`src/rtl/kcs_mbox_pkg.sv`:
```
package kcs_mbox_pkg;

  localparam int NCH    = 4;
  localparam int LB_DW  = 32;
  localparam int BYTE_W = 8;
  localparam int NCTL   = 10;

  // control word addresses; index order below is the storage order
  localparam int CTL_WORD [NCTL] = '{0, 1, 2, 3, 4, 32, 33, 34, 35, 64};
  localparam int CTL_ENA  = 0;   // word 0
  localparam int CTL_ARM  = 2;   // word 2
  localparam int CTL_AUX  = 4;   // word 4
  localparam int CTL_PRE  = 7;   // word 34, preset at reset
  localparam int CTL_HI   = 9;   // word 64

  // per-channel enable / arm locations (control index, bit)
  localparam int ENA_REG [NCH] = '{CTL_ENA, CTL_ENA, CTL_ENA, CTL_HI};
  localparam int ENA_BIT [NCH] = '{5, 6, 7, 0};
  localparam int ARM_REG [NCH] = '{CTL_ARM, CTL_ARM, CTL_ARM, CTL_HI};
  localparam int ARM_BIT [NCH] = '{1, 2, 3, 1};
  localparam int AUX_CH      = 2;  // channel needing a second enable
  localparam int AUX_BIT     = 2;

  // status bit positions
  localparam int ST_OBF = 0;
  localparam int ST_IBF = 1;
  localparam int ST_CD  = 3;

  function automatic int in_word(input int ch);
    case (ch)
      0:       return 9;
      1:       return 10;
      2:       return 11;
      default: return 69;
    endcase
  endfunction

  function automatic int out_word(input int ch);
    case (ch)
      0:       return 12;
      1:       return 13;
      2:       return 14;
      default: return 70;
    endcase
  endfunction

  function automatic int st_word(input int ch);
    case (ch)
      0:       return 15;
      1:       return 16;
      2:       return 17;
      default: return 71;
    endcase
  endfunction

endpackage

```
`src/rtl/kcs_ctl_regfile.sv`:
```
module kcs_ctl_regfile
  import kcs_mbox_pkg::*;
#(
  parameter int               ADDR_W    = 12,
  parameter logic [LB_DW-1:0] PRESET_88 = '0
) (
  input  logic              clk,
  input  logic              rst_n,
  input  logic              wr_en,
  input  logic [ADDR_W-1:0] addr,
  input  logic [LB_DW-1:0]  wdata,
  output logic [LB_DW-1:0]  rdata,
  output logic              hit,
  output logic [NCH-1:0]    ch_arm
);

  logic [NCTL-1:0][LB_DW-1:0] ctl_vec;
  logic [NCTL-1:0]            ctl_we;

  for (genvar k = 0; k < NCTL; k++) begin : g_ctl
    localparam logic [LB_DW-1:0] RST_V = (k == CTL_PRE) ? PRESET_88 : '0;
    logic [LB_DW-1:0] reg_q;

    assign ctl_we[k] = wr_en && (addr == ADDR_W'(CTL_WORD[k]));

    always_ff @(posedge clk or negedge rst_n) begin
      if (!rst_n)         reg_q <= RST_V;
      else if (ctl_we[k]) reg_q <= wdata;
    end

    assign ctl_vec[k] = reg_q;
  end

  always_comb begin
    rdata = '0;
    hit   = 1'b0;
    for (int k = 0; k < NCTL; k++) begin
      if (addr == ADDR_W'(CTL_WORD[k])) begin
        rdata = ctl_vec[k];
        hit   = 1'b1;
      end
    end
  end

  for (genvar c = 0; c < NCH; c++) begin : g_arm
    logic en_base;
    logic en_full;
    assign en_base = ctl_vec[ENA_REG[c]][ENA_BIT[c]];
    if (c == AUX_CH) begin : g_two_bit
      assign en_full = en_base & ctl_vec[CTL_AUX][AUX_BIT];
    end else begin : g_one_bit
      assign en_full = en_base;
    end
    assign ch_arm[c] = en_full & ctl_vec[ARM_REG[c]][ARM_BIT[c]];
  end

endmodule

```
`src/rtl/kcs_chan.sv`:
```
module kcs_chan
  import kcs_mbox_pkg::*;
(
  input  logic              clk,
  input  logic              rst_n,
  input  logic              lb_in_rd,
  input  logic              lb_in_wr,
  input  logic              lb_out_wr,
  input  logic              lb_st_wr,
  input  logic [BYTE_W-1:0] lb_byte,
  input  logic              h_wr,
  input  logic [BYTE_W-1:0] h_byte,
  input  logic              h_rd,
  input  logic              arm,
  output logic [BYTE_W-1:0] in_q,
  output logic [BYTE_W-1:0] out_q,
  output logic [BYTE_W-1:0] st_q,
  output logic              irq_q
);

  logic [BYTE_W-1:0] in_d, st_d;
  logic              in_we, out_we, st_we, irq_d;

  always_comb begin
    in_we = h_wr | lb_in_wr;
    in_d  = h_wr ? h_byte : lb_byte;
  end

  assign out_we = lb_out_wr;

  always_comb begin
    st_we = lb_st_wr | lb_in_rd | h_wr | h_rd | lb_out_wr;
    st_d  = lb_st_wr ? lb_byte : st_q;
    if (lb_in_rd)  st_d[ST_IBF] = 1'b0;
    if (h_wr)      st_d[ST_IBF] = 1'b1;
    if (h_rd)      st_d[ST_OBF] = 1'b0;
    if (lb_out_wr) st_d[ST_OBF] = 1'b1;
  end

  always_comb begin
    irq_d = irq_q;
    if (lb_in_rd && st_q[ST_IBF] && !h_wr) irq_d = 1'b0;
    if (h_wr && arm)                       irq_d = 1'b1;
  end

  always_ff @(posedge clk or negedge rst_n) begin
    if (!rst_n)     in_q <= '0;
    else if (in_we) in_q <= in_d;
  end

  always_ff @(posedge clk or negedge rst_n) begin
    if (!rst_n)      out_q <= '0;
    else if (out_we) out_q <= lb_byte;
  end

  always_ff @(posedge clk or negedge rst_n) begin
    if (!rst_n)     st_q <= '0;
    else if (st_we) st_q <= st_d;
  end

  always_ff @(posedge clk or negedge rst_n) begin
    if (!rst_n) irq_q <= 1'b0;
    else        irq_q <= irq_d;
  end

endmodule

```
`src/rtl/kcs_irq_agg.sv`:
```
module kcs_irq_agg #(
  parameter int NSUB = 5
) (
  input  logic            clk,
  input  logic            rst_n,
  input  logic [NSUB-1:0] level,
  output logic            irq_any
);

  logic [NSUB-1:0] pend_q;

  always_ff @(posedge clk or negedge rst_n) begin
    if (!rst_n) pend_q <= '0;
    else        pend_q <= level;
  end

  assign irq_any = |pend_q;

endmodule

```
`src/rtl/kcs_mbox_regs.sv`:
```
module kcs_mbox_regs
  import kcs_mbox_pkg::*;
#(
  parameter int               ADDR_W    = 12,
  parameter int               WIN_WORDS = 1024,
  parameter int               NEXT      = 1,
  parameter logic [LB_DW-1:0] PRESET_88 = '0
) (
  input  logic                  clk,
  input  logic                  rst_n,
  input  logic                  lb_rd,
  input  logic                  lb_wr,
  input  logic [ADDR_W-1:0]     lb_addr,
  input  logic [LB_DW-1:0]      lb_wdata,
  output logic [LB_DW-1:0]      lb_rdata,
  input  logic [NCH-1:0]        hst_wr,
  input  logic [BYTE_W-1:0]     hst_wdata,
  input  logic [NCH-1:0]        hst_rd,
  output logic [NCH*BYTE_W-1:0] hst_odata,
  output logic [NCH*BYTE_W-1:0] hst_status,
  input  logic [NEXT-1:0]       ext_irq,
  output logic [NCH-1:0]        ch_irq,
  output logic                  irq_any
);

  localparam int NSUB = NCH + NEXT;

  // reset: asserted at once, released after two clock edges
  logic [1:0] rst_sync_q;
  logic       rst_q_n;

  always_ff @(posedge clk or negedge rst_n) begin
    if (!rst_n) rst_sync_q <= '0;
    else        rst_sync_q <= {rst_sync_q[0], 1'b1};
  end
  assign rst_q_n = rst_sync_q[1];

  logic in_win, wr_ok, rd_ok;
  assign in_win = lb_addr < ADDR_W'(WIN_WORDS);
  assign wr_ok  = lb_wr & in_win;
  assign rd_ok  = lb_rd & in_win;

  logic [LB_DW-1:0] ctl_rdata;
  logic             ctl_hit;
  logic [NCH-1:0]   ch_arm;

  kcs_ctl_regfile #(
    .ADDR_W   (ADDR_W),
    .PRESET_88(PRESET_88)
  ) u_ctl (
    .clk   (clk),
    .rst_n (rst_q_n),
    .wr_en (wr_ok),
    .addr  (lb_addr),
    .wdata (lb_wdata),
    .rdata (ctl_rdata),
    .hit   (ctl_hit),
    .ch_arm(ch_arm)
  );

  logic [NCH-1:0][BYTE_W-1:0] in_v, out_v, st_v;
  logic [NCH-1:0]             irq_v;

  for (genvar c = 0; c < NCH; c++) begin : g_ch
    logic sel_in, sel_out, sel_st;
    assign sel_in  = lb_addr == ADDR_W'(in_word(c));
    assign sel_out = lb_addr == ADDR_W'(out_word(c));
    assign sel_st  = lb_addr == ADDR_W'(st_word(c));

    kcs_chan u_chan (
      .clk      (clk),
      .rst_n    (rst_q_n),
      .lb_in_rd (rd_ok & sel_in),
      .lb_in_wr (wr_ok & sel_in),
      .lb_out_wr(wr_ok & sel_out),
      .lb_st_wr (wr_ok & sel_st),
      .lb_byte  (lb_wdata[BYTE_W-1:0]),
      .h_wr     (hst_wr[c]),
      .h_byte   (hst_wdata),
      .h_rd     (hst_rd[c]),
      .arm      (ch_arm[c]),
      .in_q     (in_v[c]),
      .out_q    (out_v[c]),
      .st_q     (st_v[c]),
      .irq_q    (irq_v[c])
    );
  end

  logic [LB_DW-1:0] mux_data;

  always_comb begin
    mux_data = ctl_hit ? ctl_rdata : '0;
    for (int c = 0; c < NCH; c++) begin
      if (lb_addr == ADDR_W'(in_word(c)))  mux_data = {{(LB_DW-BYTE_W){1'b0}}, in_v[c]};
      if (lb_addr == ADDR_W'(out_word(c))) mux_data = {{(LB_DW-BYTE_W){1'b0}}, out_v[c]};
      if (lb_addr == ADDR_W'(st_word(c)))  mux_data = {{(LB_DW-BYTE_W){1'b0}}, st_v[c]};
    end
  end

  assign lb_rdata   = rd_ok ? mux_data : '0;
  assign hst_odata  = out_v;
  assign hst_status = st_v;
  assign ch_irq     = irq_v;

  kcs_irq_agg #(
    .NSUB(NSUB)
  ) u_agg (
    .clk    (clk),
    .rst_n  (rst_q_n),
    .level  ({ext_irq, irq_v}),
    .irq_any(irq_any)
  );

endmodule

```
`config.mk`:
```
export PLATFORM = sky130hd
export DESIGN_NAME = kcs_mbox_regs
export DESIGN_NICKNAME = d
export VERILOG_FILES = /design/src/rtl/kcs_mbox_pkg.sv /design/src/rtl/kcs_ctl_regfile.sv /design/src/rtl/kcs_chan.sv /design/src/rtl/kcs_irq_agg.sv /design/src/rtl/kcs_mbox_regs.sv
export SDC_FILE = /design/constraint.sdc
export NUM_CORES = 1
export LEC_CHECK = 0
export BUFFER_PORTS_ARGS = -buffer_cell sky130_fd_sc_hd__buf_2
export CORE_MARGIN = 4
export CORE_UTILIZATION = 35
export DETAILED_ROUTE_END_ITERATION = 12
export PLACE_DENSITY = 0.47
export SLEW_MARGIN = 10
export SYNTH_ARGS = -nofsm -noshare
export SYNTH_HDL_FRONTEND = slang
export SYNTH_SLANG_ARGS = --single-unit
```
`constraint.sdc`:
```
create_clock -name clk -period 16.1 [get_ports clk]
set_input_delay 2.415 -clock clk [delete_from_list [all_inputs] [get_ports clk]]
set_output_delay 2.415 -clock clk [all_outputs]
set_load 0.01 [all_outputs]
```
Word level (Yosys, flattened, before mapping)
Cells that the tools add are included.
{"block": "word_totals", "ff_bits": 427, "latchBits": 0, "ram_bits": 0, "rom_bits": 0, "n_memories": 0}
{"block": "classes", "n_addsub": 0, "n_mul": 0, "n_div": 0, "order_cmp": 1, "n_eq_ne": 21, "shifts": 0, "mux": 66, "bitwise": 43, "n_reduce_logical": 52}
{"op": "32-bit 2-to-1 mux", "n": 24}
{"op": "12-bit by 4-bit == test with 1-bit output (second input constant)", "n": 7}
{"op": "12-bit by 6-bit == test with 1-bit output (second input constant)", "n": 4}
{"op": "12-bit by 7-bit == test with 1-bit output (second input constant)", "n": 4}
{"op": "1-bit 2-to-1 mux", "n": 34}
{"op": "8-bit 2-to-1 mux", "n": 4}
{"op": "12-bit by 2-bit == test with 1-bit output (second input constant)", "n": 2}
{"op": "12-bit by 5-bit == test with 1-bit output (second input constant)", "n": 2}
{"op": "2-bit AND reduction", "n": 12}
{"op": "3-bit nonzero test", "n": 8}
{"op": "1-bit bitwise AND", "n": 23}
{"op": "1-bit logical AND", "n": 22}
{"op": "1-bit bitwise OR", "n": 20}
{"op": "12-bit by 1-bit == test with 1-bit output (second input constant)", "n": 1}
{"op": "12-bit by 3-bit == test with 1-bit output (second input constant)", "n": 1}
{"op": "12-bit zero test", "n": 1}
{"op": "12-bit by 11-bit less-than comparator with 1-bit output (second input constant)", "n": 1}
{"op": "2-bit 2-to-1 mux", "n": 4}
{"op": "2-bit nonzero test", "n": 4}
{"op": "5-bit OR reduction", "n": 1}
{"op": "1-bit zero test", "n": 4}

Logic depth before layout (Yosys ltp)
{"block": "logic_depth", "ltp_word": 25, "mapped_depth": 10, "ltp_nobuf": 7}

Modules after synthesis
A second synthesis with hierarchy kept.
{"block": "unflattened", "hier_cells": 1808, "area_unflattened_um2": 21802.2}
{"mod": "kcs_ctl_regfile", "n_inst": 1, "cells_per_inst": 1175, "area_per_inst_um2": 15242.1, "seq_area_each_um2": 8007.7}
{"mod": "kcs_chan", "n_inst": 4, "cells_per_inst": 74, "area_per_inst_um2": 1093.5, "seq_area_each_um2": 625.6}
{"mod": "kcs_mbox_regs", "n_inst": 1, "cells_per_inst": 329, "area_per_inst_um2": 2048.2, "seq_area_each_um2": 50.0}
{"mod": "kcs_irq_agg", "n_inst": 1, "cells_per_inst": 8, "area_per_inst_um2": 137.6, "seq_area_each_um2": 125.1}

Worst setup path after synthesis
Ideal clock, no wire load.
{"block": "synth_timing", "kind": "input -> output", "start": "input port lb_addr[9]", "end": "output port lb_rdata[14]", "arrival_ns": 4.285, "slack_ns": 9.400, "cell_stages": 8, "path_buffers": 2, "path_cell_list": "or4_4 buf_6 nor4_2 clkbuf_1 a222oi_1 nand3_1 o21ai_0 a21oi_1"}
{"block": "synth_between", "elab_chain_cells": 25, "word_cells_on_any_way": 58}
{"element": "start: declaration", "line": "kcs_mbox_regs.sv:13", "source": "input logic [ADDR_W-1:0] lb_addr,"}
{"element": "12-bit zero test", "line": "kcs_ctl_regfile.sv:38", "source": "if (addr == ADDR_W'(CTL_WORD[k])) begin"}
{"element": "32-bit 2-to-1 mux or 1-bit 2-to-1 mux (tied branches) (10 in a row)", "line": "kcs_ctl_regfile.sv:38"}
{"element": "32-bit 2-to-1 mux", "line": "kcs_mbox_regs.sv:92", "source": "mux_data = ctl_hit ? ctl_rdata : '0;"}
{"element": "32-bit 2-to-1 mux", "line": "kcs_mbox_regs.sv:94", "source": "if (lb_addr == ADDR_W'(in_word(c))) mux_data = {{(LB_DW-BYTE_W){1'b0}}, in_v[c]};"}
{"element": "32-bit 2-to-1 mux", "line": "kcs_mbox_regs.sv:95", "source": "if (lb_addr == ADDR_W'(out_word(c))) mux_data = {{(LB_DW-BYTE_W){1'b0}}, out_v[c]};"}
{"element": "32-bit 2-to-1 mux", "line": "kcs_mbox_regs.sv:96", "source": "if (lb_addr == ADDR_W'(st_word(c))) mux_data = {{(LB_DW-BYTE_W){1'b0}}, st_v[c]};"}
{"element": "32-bit 2-to-1 mux", "line": "kcs_mbox_regs.sv:94"}
{"element": "32-bit 2-to-1 mux", "line": "kcs_mbox_regs.sv:95"}
{"element": "32-bit 2-to-1 mux", "line": "kcs_mbox_regs.sv:96"}
{"element": "32-bit 2-to-1 mux", "line": "kcs_mbox_regs.sv:94"}
{"element": "32-bit 2-to-1 mux", "line": "kcs_mbox_regs.sv:95"}
{"element": "32-bit 2-to-1 mux", "line": "kcs_mbox_regs.sv:96"}
{"element": "32-bit 2-to-1 mux", "line": "kcs_mbox_regs.sv:94"}
{"element": "32-bit 2-to-1 mux", "line": "kcs_mbox_regs.sv:95"}
{"element": "32-bit 2-to-1 mux", "line": "kcs_mbox_regs.sv:96"}
{"element": "32-bit 2-to-1 mux *", "line": "kcs_mbox_regs.sv:100", "source": "assign lb_rdata = rd_ok ? mux_data : '0;"}
{"element": "end: declaration", "line": "kcs_mbox_regs.sv:15", "source": "output logic [LB_DW-1:0] lb_rdata,"}
Every way passes the cells marked *; elsewhere a longest branch is shown, timed or not.

Worst setup path after layout
{"block": "layout_timing", "start": "input port lb_addr[0]", "end": "output port lb_rdata[2]"}
Same word-level chain as after synthesis.

==> flow_summary.ini <==
[global_routing]
overflow = 0
grt_max_degree = 77
grt_pass1_wl_mm = 100.2
grt_use_total_pct = 21.88
grt_pass1_vias = 14650
antenna_found_initial = 0

[synthesis]
synth_top_area_cell = dfrtp_1
synthDistinctLibCells = 71
synth.area.top_cells = dfrtp_1 53%, mux2_2 21%, mux2i_1 2.8%
ys_async_sr_fraction_pct = 100.0
ys_seq_elements = 427
syn-instance-count = 1592
synth_commonest_cells = 427 x dfrtp_1, 376 x mux2_2, 103 x nand2_1
synthesis.area_um2 = 20010
avgSynthCellArea_um2 = 12.57
synth_edf_count = 0
seq_area_frac_synth_pct = 53.40
synth_top_area_share_pct = 53.40
syn-num-nets = 1657
synth_most_common_cell = dfrtp_1
ys.flop_type = dfrtp_1
yosys_warnings = 0

[clock_network]
cts_root_buffer = clkbuf_16
cts.sinks = 427
htree_levels = 2
postCtsSetupBuffers = 0
clk_pin_slew_ps = 60
cts.repair.resized = 0
numCtsBuffers = 50
cts_tree = done
cts_max_path_buffers = 3
ctsHoldBuffers = 0
clkLatencyLatePin_ps = 600

[place]
io_buffers = 165
dp.final_hpwl_mm = 43.31
gp_congestion = 0.8966
place_ws_ps = 7716
placed_area_um2 = 21430

[timing]
setup_viol = 0
relSlewSlack_pct = 18.72
period_minus_slack_ps = 8398
rsz0062_at_grt = no
tns_ps = 0
timing.hold.ws_ps = 348.2
fin_ws_ps = 7702
timing.fmax_mhz = 119.1
min_period_over_period_pct = 52.16
worstMarginPinSlew_ps = 1218
skew_ps = 29.23
slew_violations = 0
hold_viol = 0

[layout]
fin_area_um2 = 23120
drive_gt1_share_pct = 40.95
final_nets = 1764
areaGrowthSynthToFinish_pct = 15.51

[critical_path]
critPathRequiredTime_ps = 13690
critPathKind = in -> out
critPathMaxFanout = 43
end_kind = output pin
reg2regPathDepth = 2
cp-start-kind = primary input
cp.arrival_ps = 5980

[run]
cap_violations = 0

[min_path]
hold_depth = 0
hold_path_class = reg -> reg

[detailed_routing]
viasPerCell = 5.677
ant_nets = 0
wl_mm = 67.13
wl_per_cell_um = 26.87
dr.pass1.iters = 6
first_iter_violations = 1076
drc_errors = 0
vias = 14180

[power]
powerDensity_nw_per_um2 = 101.1
ir_worst_vdd_mv = 0.07577
leakage_nw = 11.22
power_mw = 2.338

[floorplan]
die_w_um = 247.1
coreArea_um2 = 56500
initial_core_util_pct = 35.42
die-area_um2 = 61070
num_rows = 87
io_pins = 166
die_y_um = 247.1

[run_status]
status = finished, final reports clean
-- metrics by stage --
stage | std cells | utilization, %
floorplan | 1592 | -
global placement | 2403 | 37.93
detailed placement | 2403 | 37.93
CTS | 2497 | 40.91
global route | 2497 | 40.91
finish | 2498 | 40.92
-- worst max-delay path, cell delays in order --
cell	delay [ps]
buf_4	560
buf_4	620
nand2b_1	470
nor3_2	670
a222oi_1	230
a22oi_1	220
o32ai_1	150
a21oi_1	350
buf_2	200
-- flip-flops by register name (all words and copies together) (netlist names) --
register,count
g_ch.u_chan.out_q,32
g_ch.u_chan.irq_q,4
rst_sync_q,2
u_agg.pend_q,5
g_ch.u_chan.in_q,32
u_ctl.g_ctl.reg_q,320
g_ch.u_chan.st_q,32
-- metal layers --
layer  GRT usage [%]  routed length [um]  vias to the layer above
li1                -                   -                     6162
met1           30.06               29900                     7512
met2           35.99               31940                      396
met3           2.949                3192                      111
met4           6.925                2101                        0
met5               0                   0                        -
-- placed cells by master, fill, tap and decap left out, types with 8 or more instances in the layout --
cell type,Yosys,routed
nor3_1,19,18
buf_4,9,29
nand2_2,3,8
mux2_2,376,376
nand3_1,27,25
clkbuf_16,0,52
inv_1,8,8
o221ai_1,17,17
clkinv_2,0,10
buf_2,29,164
a222oi_1,19,19
a31oi_1,13,13
mux2i_1,56,56
a21oi_1,61,60
a221oi_1,13,13
a22oi_1,35,35
nor2_1,33,32
nand2_1,103,98
dfrtp_1,427,426
clkbuf_1,53,12
mux4_2,19,19
clkbuf_8,0,18
o21ai_0,82,82
o22ai_1,14,14
-- cell families (layout without fill, tap and decap cells) --
kind of cell / count (synthesis) / after routing / share of synthesized area (%)
AOI/OAI and AO/OA: 302 / 302 / 10.06
buffers and inverters: 146 / 295 / 3.239
DFF: 427 / 427 / 53.40
muxes: 458 / 458 / 26.49
other: 1 / 2 / 0.01874
and+or+nand+nor: 258 / 258 / 6.796
-- area by class of cell --
class	count	area (um2)
repair buffers	193	1039
diodes	1	2.502
clock inverters	12	88.84
clock buffers	82	1594
inverters	8	30.03
fillers	5389	33380
multi-input cells	1019	8727
flip-flops and latches	427	10690
well taps	756	945.9
-- power by group --
group / total (mW) / internal (mW) / switching, mW
clock: 1.14 / 0.676 / 0.468
combinational: 0.101 / 0.0239 / 0.0770
sequential: 1.09 / 1.08 / 0.0101
-- final timing paths --
path | from | to | slack [ps]
worst max-delay path | lb_addr[0] | lb_rdata[2] | 7700
worst min-delay path | rst_sync_q[0] | rst_sync_q[1] | 350
worst max register to register | rst_sync_q[1] | u_ctl.g_ctl[9].reg_q[7] | 13100
worst min register to register | rst_sync_q[0] | rst_sync_q[1] | 350
max in group asynchronous | rst_sync_q[1] | u_ctl.g_ctl[9].reg_q[7] | 13100
min in group asynchronous | rst_sync_q[1] | u_ctl.g_ctl[2].reg_q[8] | 470
Note: power is estimated with default switching activity, not from simulation.
